$ cat src/rtl/tlb_fa_pkg.sv
package tlb_fa_pkg;

   localparam int unsigned PG_SHIFT = 12;

   typedef enum logic [1:0] {
      PG_4K   = 2'b00,
      PG_16K  = 2'b01,
      PG_512K = 2'b10,
      PG_8M   = 2'b11
   } pg_size_e;

   // Number of page-number bits that become offset bits for a size code.
   function automatic int unsigned pg_extra(input pg_size_e s);
      case (s)
         PG_4K:   return 0;
         PG_16K:  return 2;
         PG_512K: return 7;
         default: return 11;
      endcase
   endfunction

endpackage

$ cat src/rtl/tlb_fa_entry.sv
module tlb_fa_entry
   import tlb_fa_pkg::*;
#(
   parameter int unsigned VPN_W = 20
) (
   input  logic             clk,
   input  logic             rst_n,
   input  logic             wr_en,
   input  logic             inv,
   input  logic [VPN_W-1:0] wr_vpn,
   input  logic [VPN_W-1:0] wr_ppn,
   input  logic [1:0]       wr_size,
   input  logic             wr_ro,
   input  logic             wr_sup,
   input  logic [VPN_W-1:0] cmp_vpn,
   output logic             match,
   output logic [VPN_W-1:0] ppn_o,
   output logic [VPN_W-1:0] keep_o,
   output logic             ro_o,
   output logic             sup_o
);

   logic             valid_q;
   logic [VPN_W-1:0] vpn_q;
   logic [VPN_W-1:0] ppn_q;
   pg_size_e         size_q;
   logic             ro_q;
   logic             sup_q;

   always_ff @(posedge clk) begin
      if (!rst_n || inv) begin
         valid_q <= 1'b0;
      end else if (wr_en) begin
         valid_q <= 1'b1;
      end
   end

   always_ff @(posedge clk) begin
      if (wr_en && !inv) begin
         vpn_q  <= wr_vpn;
         ppn_q  <= wr_ppn;
         size_q <= pg_size_e'(wr_size);
         ro_q   <= wr_ro;
         sup_q  <= wr_sup;
      end
   end

   // Keep mask: a 1 marks a page-number bit that takes part in translation.
   always_comb begin
      int unsigned extra;
      extra = pg_extra(size_q);
      for (int unsigned i = 0; i < VPN_W; i++) begin
         keep_o[i] = (i >= extra);
      end
   end

   assign match = valid_q && (((vpn_q ^ cmp_vpn) & keep_o) == '0);
   assign ppn_o = ppn_q & keep_o;
   assign ro_o  = ro_q;
   assign sup_o = sup_q;

endmodule

$ cat src/rtl/tlb_fa_repl.sv
module tlb_fa_repl #(
   parameter int unsigned N_ENTRIES = 32,
   localparam int unsigned PTR_W    = $clog2(N_ENTRIES)
) (
   input  logic             clk,
   input  logic             rst_n,
   input  logic             adv,
   input  logic             clr,
   output logic [PTR_W-1:0] ptr
);

   localparam logic [PTR_W-1:0] LAST = PTR_W'(N_ENTRIES - 1);

   always_ff @(posedge clk) begin
      if (!rst_n || clr) begin
         ptr <= '0;
      end else if (adv) begin
         ptr <= (ptr == LAST) ? '0 : ptr + 1'b1;
      end
   end

endmodule

$ cat src/rtl/tlb_fa_prot.sv
module tlb_fa_prot (
   input  logic is_write,
   input  logic is_user,
   input  logic pg_ro,
   input  logic pg_sup,
   output logic fault
);

   assign fault = (is_write && pg_ro) || (is_user && pg_sup);

endmodule

$ cat src/rtl/tlb_fa.sv
module tlb_fa
   import tlb_fa_pkg::*;
#(
   parameter int unsigned N_ENTRIES = 32,
   parameter int unsigned VA_W      = 32,
   localparam int unsigned VPN_W    = VA_W - PG_SHIFT,
   localparam int unsigned PTR_W    = $clog2(N_ENTRIES)
) (
   input  logic             clk,
   input  logic             rst_n,
   input  logic             lk_valid,
   input  logic [VA_W-1:0]  lk_vaddr,
   input  logic             lk_write,
   input  logic             lk_user,
   input  logic             rf_valid,
   input  logic [VPN_W-1:0] rf_vpage,
   input  logic [VPN_W-1:0] rf_ppage,
   input  logic [1:0]       rf_size,
   input  logic             rf_ro,
   input  logic             rf_sup,
   input  logic             inv_all,
   output logic             rs_valid,
   output logic             rs_hit,
   output logic             rs_miss,
   output logic             rs_fault,
   output logic [VA_W-1:0]  rs_paddr,
   output logic             rs_ro,
   output logic             rs_sup
);

   if (N_ENTRIES < 2 || N_ENTRIES > 256) begin : g_bad_depth
      $error("tlb_fa: N_ENTRIES must be 2..256");
   end
   if (VA_W < 24 || VA_W > 64) begin : g_bad_width
      $error("tlb_fa: VA_W must be 24..64");
   end

   logic [PTR_W-1:0] repl_ptr;
   logic             do_refill;
   logic [VPN_W-1:0] cmp_vpn;

   logic [N_ENTRIES-1:0] e_match;
   logic [N_ENTRIES-1:0] e_ro;
   logic [N_ENTRIES-1:0] e_sup;
   logic [VPN_W-1:0]     e_ppn  [N_ENTRIES];
   logic [VPN_W-1:0]     e_keep [N_ENTRIES];

   assign do_refill = rf_valid && !inv_all;
   assign cmp_vpn   = lk_vaddr[VA_W-1:PG_SHIFT];

   tlb_fa_repl #(.N_ENTRIES(N_ENTRIES)) u_repl (
      .clk   (clk),
      .rst_n (rst_n),
      .adv   (do_refill),
      .clr   (inv_all),
      .ptr   (repl_ptr)
   );

   for (genvar i = 0; i < N_ENTRIES; i++) begin : g_ent
      tlb_fa_entry #(.VPN_W(VPN_W)) u_ent (
         .clk     (clk),
         .rst_n   (rst_n),
         .wr_en   (do_refill && (repl_ptr == PTR_W'(i))),
         .inv     (inv_all),
         .wr_vpn  (rf_vpage),
         .wr_ppn  (rf_ppage),
         .wr_size (rf_size),
         .wr_ro   (rf_ro),
         .wr_sup  (rf_sup),
         .cmp_vpn (cmp_vpn),
         .match   (e_match[i]),
         .ppn_o   (e_ppn[i]),
         .keep_o  (e_keep[i]),
         .ro_o    (e_ro[i]),
         .sup_o   (e_sup[i])
      );
   end

   // Lowest-index matching entry wins.
   logic             any_match;
   logic [VPN_W-1:0] sel_ppn;
   logic [VPN_W-1:0] sel_keep;
   logic             sel_ro;
   logic             sel_sup;

   always_comb begin
      sel_ppn  = '0;
      sel_keep = '0;
      sel_ro   = 1'b0;
      sel_sup  = 1'b0;
      for (int i = N_ENTRIES - 1; i >= 0; i--) begin
         if (e_match[i]) begin
            sel_ppn  = e_ppn[i];
            sel_keep = e_keep[i];
            sel_ro   = e_ro[i];
            sel_sup  = e_sup[i];
         end
      end
   end

   assign any_match = |e_match;

   logic prot_fault;

   tlb_fa_prot u_prot (
      .is_write (lk_write),
      .is_user  (lk_user),
      .pg_ro    (sel_ro),
      .pg_sup   (sel_sup),
      .fault    (prot_fault)
   );

   logic [VA_W-1:0] paddr_c;
   assign paddr_c = {sel_ppn, PG_SHIFT'(0)}
                  | (lk_vaddr & {~sel_keep, {PG_SHIFT{1'b1}}});

   always_ff @(posedge clk) begin
      if (!rst_n) begin
         rs_valid <= 1'b0;
         rs_hit   <= 1'b0;
         rs_miss  <= 1'b0;
         rs_fault <= 1'b0;
         rs_paddr <= '0;
         rs_ro    <= 1'b0;
         rs_sup   <= 1'b0;
      end else begin
         rs_valid <= lk_valid;
         rs_hit   <= lk_valid && any_match && !prot_fault;
         rs_miss  <= lk_valid && !any_match;
         rs_fault <= lk_valid && any_match && prot_fault;
         rs_paddr <= (lk_valid && any_match && !prot_fault) ? paddr_c : '0;
         rs_ro    <= lk_valid && any_match && sel_ro;
         rs_sup   <= lk_valid && any_match && sel_sup;
      end
   end

endmodule

$ cat config.mk
export PLATFORM = sky130hd
export DESIGN_NAME = tlb_fa
export DESIGN_NICKNAME = d
export VERILOG_FILES = /design/src/rtl/tlb_fa_pkg.sv /design/src/rtl/tlb_fa_entry.sv /design/src/rtl/tlb_fa_repl.sv /design/src/rtl/tlb_fa_prot.sv /design/src/rtl/tlb_fa.sv
export SDC_FILE = /design/constraint.sdc
export NUM_CORES = 2
export LEC_CHECK = 0
export ABC_AREA = 1
export BUFFER_PORTS_ARGS = -buffer_cell sky130_fd_sc_hd__buf_2
export CAP_MARGIN = 20
export CELL_PAD_IN_SITES_DETAIL_PLACEMENT = 1
export CELL_PAD_IN_SITES_GLOBAL_PLACEMENT = 1
export CORE_UTILIZATION = 51
export DETAILED_ROUTE_END_ITERATION = 16
export PLACE_DENSITY = 0.8
export SLEW_MARGIN = 20
export SYNTH_ARGS = -nofsm -noshare
export SYNTH_HDL_FRONTEND = slang
export SYNTH_SLANG_ARGS = --single-unit
$ cat constraint.sdc
create_clock -name clk -period 5.3 [get_ports clk]
set_input_delay 0.795 -clock clk [delete_from_list [all_inputs] [get_ports clk]]
set_output_delay 0.795 -clock clk [all_outputs]
set_load 0.1 [all_outputs]
Word level (Yosys, flattened, before mapping)
Index checks and enable logic that the tools add are counted.
Widths: inputs -> output; s select.
{ "word_totals": {"ff_bits": 1483, "in_bits": 83, "elab_cells": 1374} }
{ "op_classes": {"add_sub_neg": 1, "magnitude_cmp": 640, "n_eq_ne": 95, "muxes": 161, "bitwise": 99, "n_reduce_logical": 178} }
{ "op_table": {"columns": ["cell", "count"], "rows": [
  ["$and 20x20->20", 64],
  ["$mux 20", 64],
  ["$ge 4x4->1 const A", 256],
  ["$ge 5x4->1 const A", 128],
  ["$logic_not 20->1", 32],
  ["$xor 20x20->20", 32],
  ["$ge 3x4->1 const A", 128],
  ["$pmux 4 s3", 32],
  ["$ge 1x4->1 const A", 64],
  ["$ge 2x4->1 const A", 64],
  ["$logic_and 1x1->1", 105],
  ["$eq 5x5->1 const B", 16],
  ["$eq 2x1->1 const B", 32],
  ["$eq 2x2->1 const B", 32],
  ["$logic_not 2->1", 32],
  ["$mux 1", 64],
  ["$eq 5x4->1 const B", 8],
  ["$and 32x32->32", 1],
  ["$or 32x32->32", 1],
  ["$reduce_or 32->1", 1],
  ["$eq 5x3->1 const B", 4],
  ["$not 20->20", 1],
  ["$eq 5x2->1 const B", 2],
  ["$add 5x1->5 const B", 1],
  ["6 further kinds", 10]
]} }

Longest topological paths before layout
{ "depth": {"word_depth": 43, "mapped_depth": 51} }

By module
Synthesis repeated with hierarchy kept, for this count alone.
{ "hier_totals": {"hier_cells": 8849, "area_unflattened_um2": 79735.2} }
{ "modules_own_cells": {"columns": ["mod", "instances", "cells_per_inst", "area_each_um2", "seq_area_each_um2"], "rows": [
  ["tlb_fa_entry", 32, 197, 2083.2, 1341.3],
  ["tlb_fa", 1, 2510, 12816.0, 760.7],
  ["tlb_fa_repl", 1, 32, 244.0, 100.1],
  ["tlb_fa_prot", 1, 3, 11.3, 0.0]
]} }

Worst setup path before layout
No wires, ideal clock.
{ "synth_path": {"path_type": "input port to flip-flop", "from": "input rf_valid", "to": "register g_ent[0].u_ent.ppn_q[0] (enable)", "arrival_ns": 3.498, "required_time_ns": 4.853, "slack_ns": 1.355, "stages": 7, "n_path_buf": 1, "cell_sequence": "inv_1 > nor2_1 > inv_1 > nor2_1 > inv_1 > buf_1 > nor2_1"} }
{ "synth_between": {"elab_chain_cells": 3} }
{ "synth_rtl": {"columns": ["item", "line_no", "rtl"], "rows": [
  ["from (decl)", "tlb_fa.sv:15", "input logic rf_valid,"],
  ["$logic_and 1x1->1", "tlb_fa.sv:48", "assign do_refill = rf_valid && !inv_all;"],
  ["$logic_and 1x1->1", "tlb_fa.sv:63", ".wr_en (do_refill && (repl_ptr == PTR_W'(i))),"],
  ["$logic_and 1x1->1", "tlb_fa_entry.sv:39", "if (wr_en && !inv) begin"],
  ["to (signal assigned)", "tlb_fa_entry.sv:41", "ppn_q <= wr_ppn;"],
  ["to (decl)", "tlb_fa_entry.sv:25", "logic [VPN_W-1:0] ppn_q;"]
]} }
Every way passes these cells.
A chain may end at the register's enable or synchronous reset.

Final worst setup path
{ "layout_path": {"from": "register g_ent[14].u_ent.size_q[0]", "to": "register rs_paddr[21]"} }
{ "layout_between": {"elab_chain_cells": 26} }
{ "layout_rtl": {"columns": ["item", "line_no", "rtl"], "rows": [
  ["from (decl)", "tlb_fa_entry.sv:26", "pg_size_e size_q;"],
  ["from (signal assigned)", "tlb_fa_entry.sv:42", "size_q <= pg_size_e'(wr_size);"],
  ["$eq 2x2->1, or another cell as far along", "tlb_fa_pkg.sv:14", "case (s)"],
  ["$pmux 4 s3 (*)", "tlb_fa_pkg.sv:14", null],
  ["$ge 5x4->1, or another cell as far along", "tlb_fa_entry.sv:53", "keep_o[i] = (i >= extra);"],
  ["$and 20x20->20", "tlb_fa_entry.sv:57", "assign match = valid_q && (((vpn_q ^ cmp_vpn) & keep_o) == '0);"],
  ["$logic_not 20->1", "tlb_fa_entry.sv:57", null],
  ["$logic_and 1x1->1", "tlb_fa_entry.sv:57", null],
  ["$mux 1 (15 in a row)", "tlb_fa.sv:92", "if (e_match[i]) begin"],
  ["$logic_and 1x1->1", "tlb_fa_prot.sv:9", "assign fault = (is_write && pg_ro) || (is_user && pg_sup);"],
  ["$logic_or 1x1->1", "tlb_fa_prot.sv:9", null],
  ["$logic_not 1->1", "tlb_fa.sv:131", "rs_paddr <= (lk_valid && any_match && !prot_fault) ? paddr_c : '0;"],
  ["$logic_and 1x1->1", "tlb_fa.sv:131", null],
  ["$reduce_and 2->1 (no source line)", null, null],
  ["to (signal assigned)", "tlb_fa.sv:131", null],
  ["to (decl)", "tlb_fa.sv:26", "output logic [VA_W-1:0] rs_paddr,"]
]} }
Every way passes the cells marked *; elsewhere a longest branch is shown, timed or not.

==> flow_summary.json <==
{
  "die_width_um": 361,
  "r2r-start": "g_ent[14].u_ent.size_q[0]",
  "min_period_ns": 5.14,
  "die_height_um": 361,
  "clock.fmax_ghz": 0.194,
  "core_um2": 128000,
  "startpoint": "g_ent[14].u_ent.size_q[0]",
  "worstSetupEndpointType": "register",
  "worst-path-buf-inv": 6,
  "wl_per_cell_um": 28.0,
  "worst_setup_path_start_kind": "register",
  "ys_seq_area_frac": 0.666,
  "grt_pass1_wl_mm": 324,
  "r2r_cells": 31,
  "setup_ws_ns": 0.156,
  "drtIter0Drc": 6412,
  "avgSynthCellArea_um2": 11.6,
  "h-tree-depth": 4,
  "final_area_um2": 76200,
  "path_depth": 31,
  "fin_hold_ws_ns": 0.213,
  "critPathTopFamily": "simple AND/OR/NAND/NOR gates",
  "hold_class": "in2reg",
  "ioPinCount": 121,
  "stdcell_count": 7991,
  "cts-root-buf": "clkbuf_16",
  "area_delta_synth_final_pct": 16.0,
  "hold_viol_final": 0,
  "vias_per_cell": 6.11,
  "yosysTopAreaCell": "edfxtp_1",
  "yosysWarnings": 0,
  "wl_met1_mm": 86.4,
  "highest_layer": "met5",
  "ys_ff_latch": 1483,
  "cp_max_fo": 22,
  "cp.arrival_ns": 5.86,
  "drive_gt1_frac": 0.156,
  "finClkSkew_ns": 0.0270,
  "synth_area_um2": 65700,
  "r2r-end": "rs_paddr[21]",
  "relSlewSlack": 0.161,
  "rrSetupSlack_ns": 0.16,
  "design.die.area_um2": 130000,
  "nets": 6416,
  "dr_wl_met2_mm": 106,
  "synth_ff_type": "edfxtp_1",
  "tightest_slew_ns": 1.25,
  "worstSetupEndpoint": "rs_paddr[21]",
  "rows": 131,
  "status": "finished, final reports clean",
  "clock-sinks": 1483,
  "cap_violations": 0,
  "worstSetupPathType": "reg2reg",
  "cpPeakStageDelay_ns": 0.70,
  "place_congestion": 0.929,
  "final-setup-viol-count": 0,
  "start_util": 0.515,
  "grt.total_usage": 0.336,
  "async_reset_ff_frac": 0,
  "leakage_uw": 0.0299,
  "syn_nets": 5893,
  "slowest_stage": "o21ai_0",
  "drc": 0,
  "clkTransAtPathRegs_ns": 0.07,
  "place_area_um2": 70600,
  "vdd_ir_drop_max_mv": 0.351,
  "ant_nets": 0,
  "place_ws_ns": -0.322,
  "first_global_vias": 51000,
  "cts_buffers": 154,
  "dp.cells": 7669,
  "dr_wl_met3_mm": 23.3,
  "wl_mm": 224,
  "synth_most_common_cell": "nand2_1",
  "slew_violations": 0,
  "synth_top_cell_area_share": 0.643,
  "insertion_delay_ns": 0.80,
  "crit_top_cell": "nand2_1",
  "post-route-period-util": 0.971,
  "ys_top_cells_by_count": "1,516 x nand2_1, 1,408 x edfxtp_1, 475 x inv_1",
  "clockBufferDepth": 3,
  "syn_inst": 5678,
  "synth_edf_count": 1408,
  "worst_ep_required_time_ns": 6.02,
  "vias": 48800,
  "grt_overflow": 0,
  "numPortBuffers": 120,
  "dp_hpwl_mm": 152,
  "grt_start_max_net_pins": 46,
  "nFillCells": 12900,
  "antenna_found_initial": 17,
  "netlist_top_cells_area": "edfxtp_1 64%, nand2_1 8.7%, xor2_1 2.7%",
  "synthDistinctLibCells": 73,
  "drt-pass1-iter-count": 8,
  "cts_tree": "yes",
  "power.density_nw_per_um2": 322
}
==> cell usage in the layout (no fill, tap or decap), drive strengths merged, types with 21 or more instances in the layout <==
cell,count
nor4,68
a21oi,141
xor2,206
ha,132
a22o,85
nand3,113
nand2,1524
nor2,405
xnor2,50
o21ai,260
clkinv,59
dfxtp,75
o2111ai,21
nor3,45
a32oi,30
buf,554
a22oi,89
o211ai,33
or2,40
o22ai,91
clkbuf,214
edfxtp,1408
inv,521
==> metrics by stage <==
| step | TNS, ns | total power (uW) | util |
|---|---|---|---|
| 3_5_place_dp | -8.95 | 13900 | 0.553 |
| 6_report | 0 | 24600 | 0.597 |
| 4_1_cts | 0 | 24500 | 0.591 |
| 3_3_place_gp | -4.31 | 13900 | 0.553 |
| 5_1_grt | -2.44 | 25000 | 0.597 |
| 2_1_floorplan | 0 | 13500 | - |
==> report_power, final <==
| part | switching, uW | internal, uW | leakage (uW) |
|---|---|---|---|
| Combinational | 660 | 214 | 0.0142 |
| Sequential | 12.1 | 12800 | 0.0133 |
| Clock | 4660 | 6170 | 0.00243 |
==> what timing repair did <==
item / in CTS / in global routing
buffers inserted: 0 / 29
pin swaps: 0 / 17
resized for setup: 3 / 93
gates cloned: 0 / 6
setup endpoints to repair: 10 / 34
hold buffers: 0 / 0
==> registers in the layout, summed over array words and instances (netlist names) <==
| name | cells |
|---|---|
| rs_miss | 1 |
| g_ent.u_ent.ppn_q | 640 |
| rs_valid | 1 |
| g_ent.u_ent.sup_o | 32 |
| rs_hit | 1 |
| g_ent.u_ent.size_q | 64 |
| rs_sup | 1 |
| rs_paddr | 32 |
| g_ent.u_ent.ro_o | 32 |
| g_ent.u_ent.vpn_q | 640 |
| rs_fault | 1 |
| rs_ro | 1 |
| u_repl.ptr | 5 |
| g_ent.u_ent.valid_q | 32 |
==> worst min path at each step <==
stage,start,end,slack (ns),cells after the start
6_report,lk_vaddr[8],rs_paddr[8],0.21,3
5_1_grt,lk_vaddr[8],rs_paddr[8],0.20,3
3_5_place_dp,g_ent[0].u_ent.valid_q,g_ent[0].u_ent.valid_q,0.45,2
2_1_floorplan,g_ent[17].u_ent.valid_q,g_ent[17].u_ent.valid_q,0.43,2
3_3_place_gp,g_ent[10].u_ent.valid_q,g_ent[10].u_ent.valid_q,0.44,2
4_1_cts,lk_vaddr[0],rs_paddr[0],0.15,3
==> final cells by class <==
class / instances / area (um^2) / share of cell area
repair buffers: 559 / 4250 / 0.0558
inverters: 518 / 1960 / 0.0257
clock buffers: 209 / 4340 / 0.0570
well taps: 1662 / 2080 / 0.0273
clock inverters: 73 / 589 / 0.00773
flip-flops and latches: 1483 / 43800 / 0.574
diodes: 2 / 5.00 / 0.0000657
multi-input cells: 3485 / 19200 / 0.252
==> layer usage <==
metal | vias up | GRT usage
met5 | - | 0
met4 | 28 | 0.136
met2 | 2727 | 0.537
met3 | 525 | 0.0694
met1 | 24700 | 0.448
li1 | 20800 | -
==> worst reg2reg max path, delay by kind of cell (launching register included) <==
kind | cells | cell delay (ns)
AOI/OAI and AO/OA | 4 | 1.33
adders and majority gates | 1 | 0.17
buffers and inverters | 6 | 1.10
DFF | 1 | 0.40
and+or+nand+nor | 20 | 2.08
==> cell families after synthesis <==
| kind of cell | share of synthesized area |
|---|---|
| AO/OA/AOI/OAI | 0.0876 |
| XOR/XNOR | 0.0341 |
| adder cells (fa/ha/maj) | 0.0251 |
| buffers and inverters | 0.0481 |
| flip-flops | 0.666 |
| multiplexers | 0.000762 |
| AND/OR/NAND/NOR | 0.138 |
No activity file was read; power rests on OpenSTA's default activity.
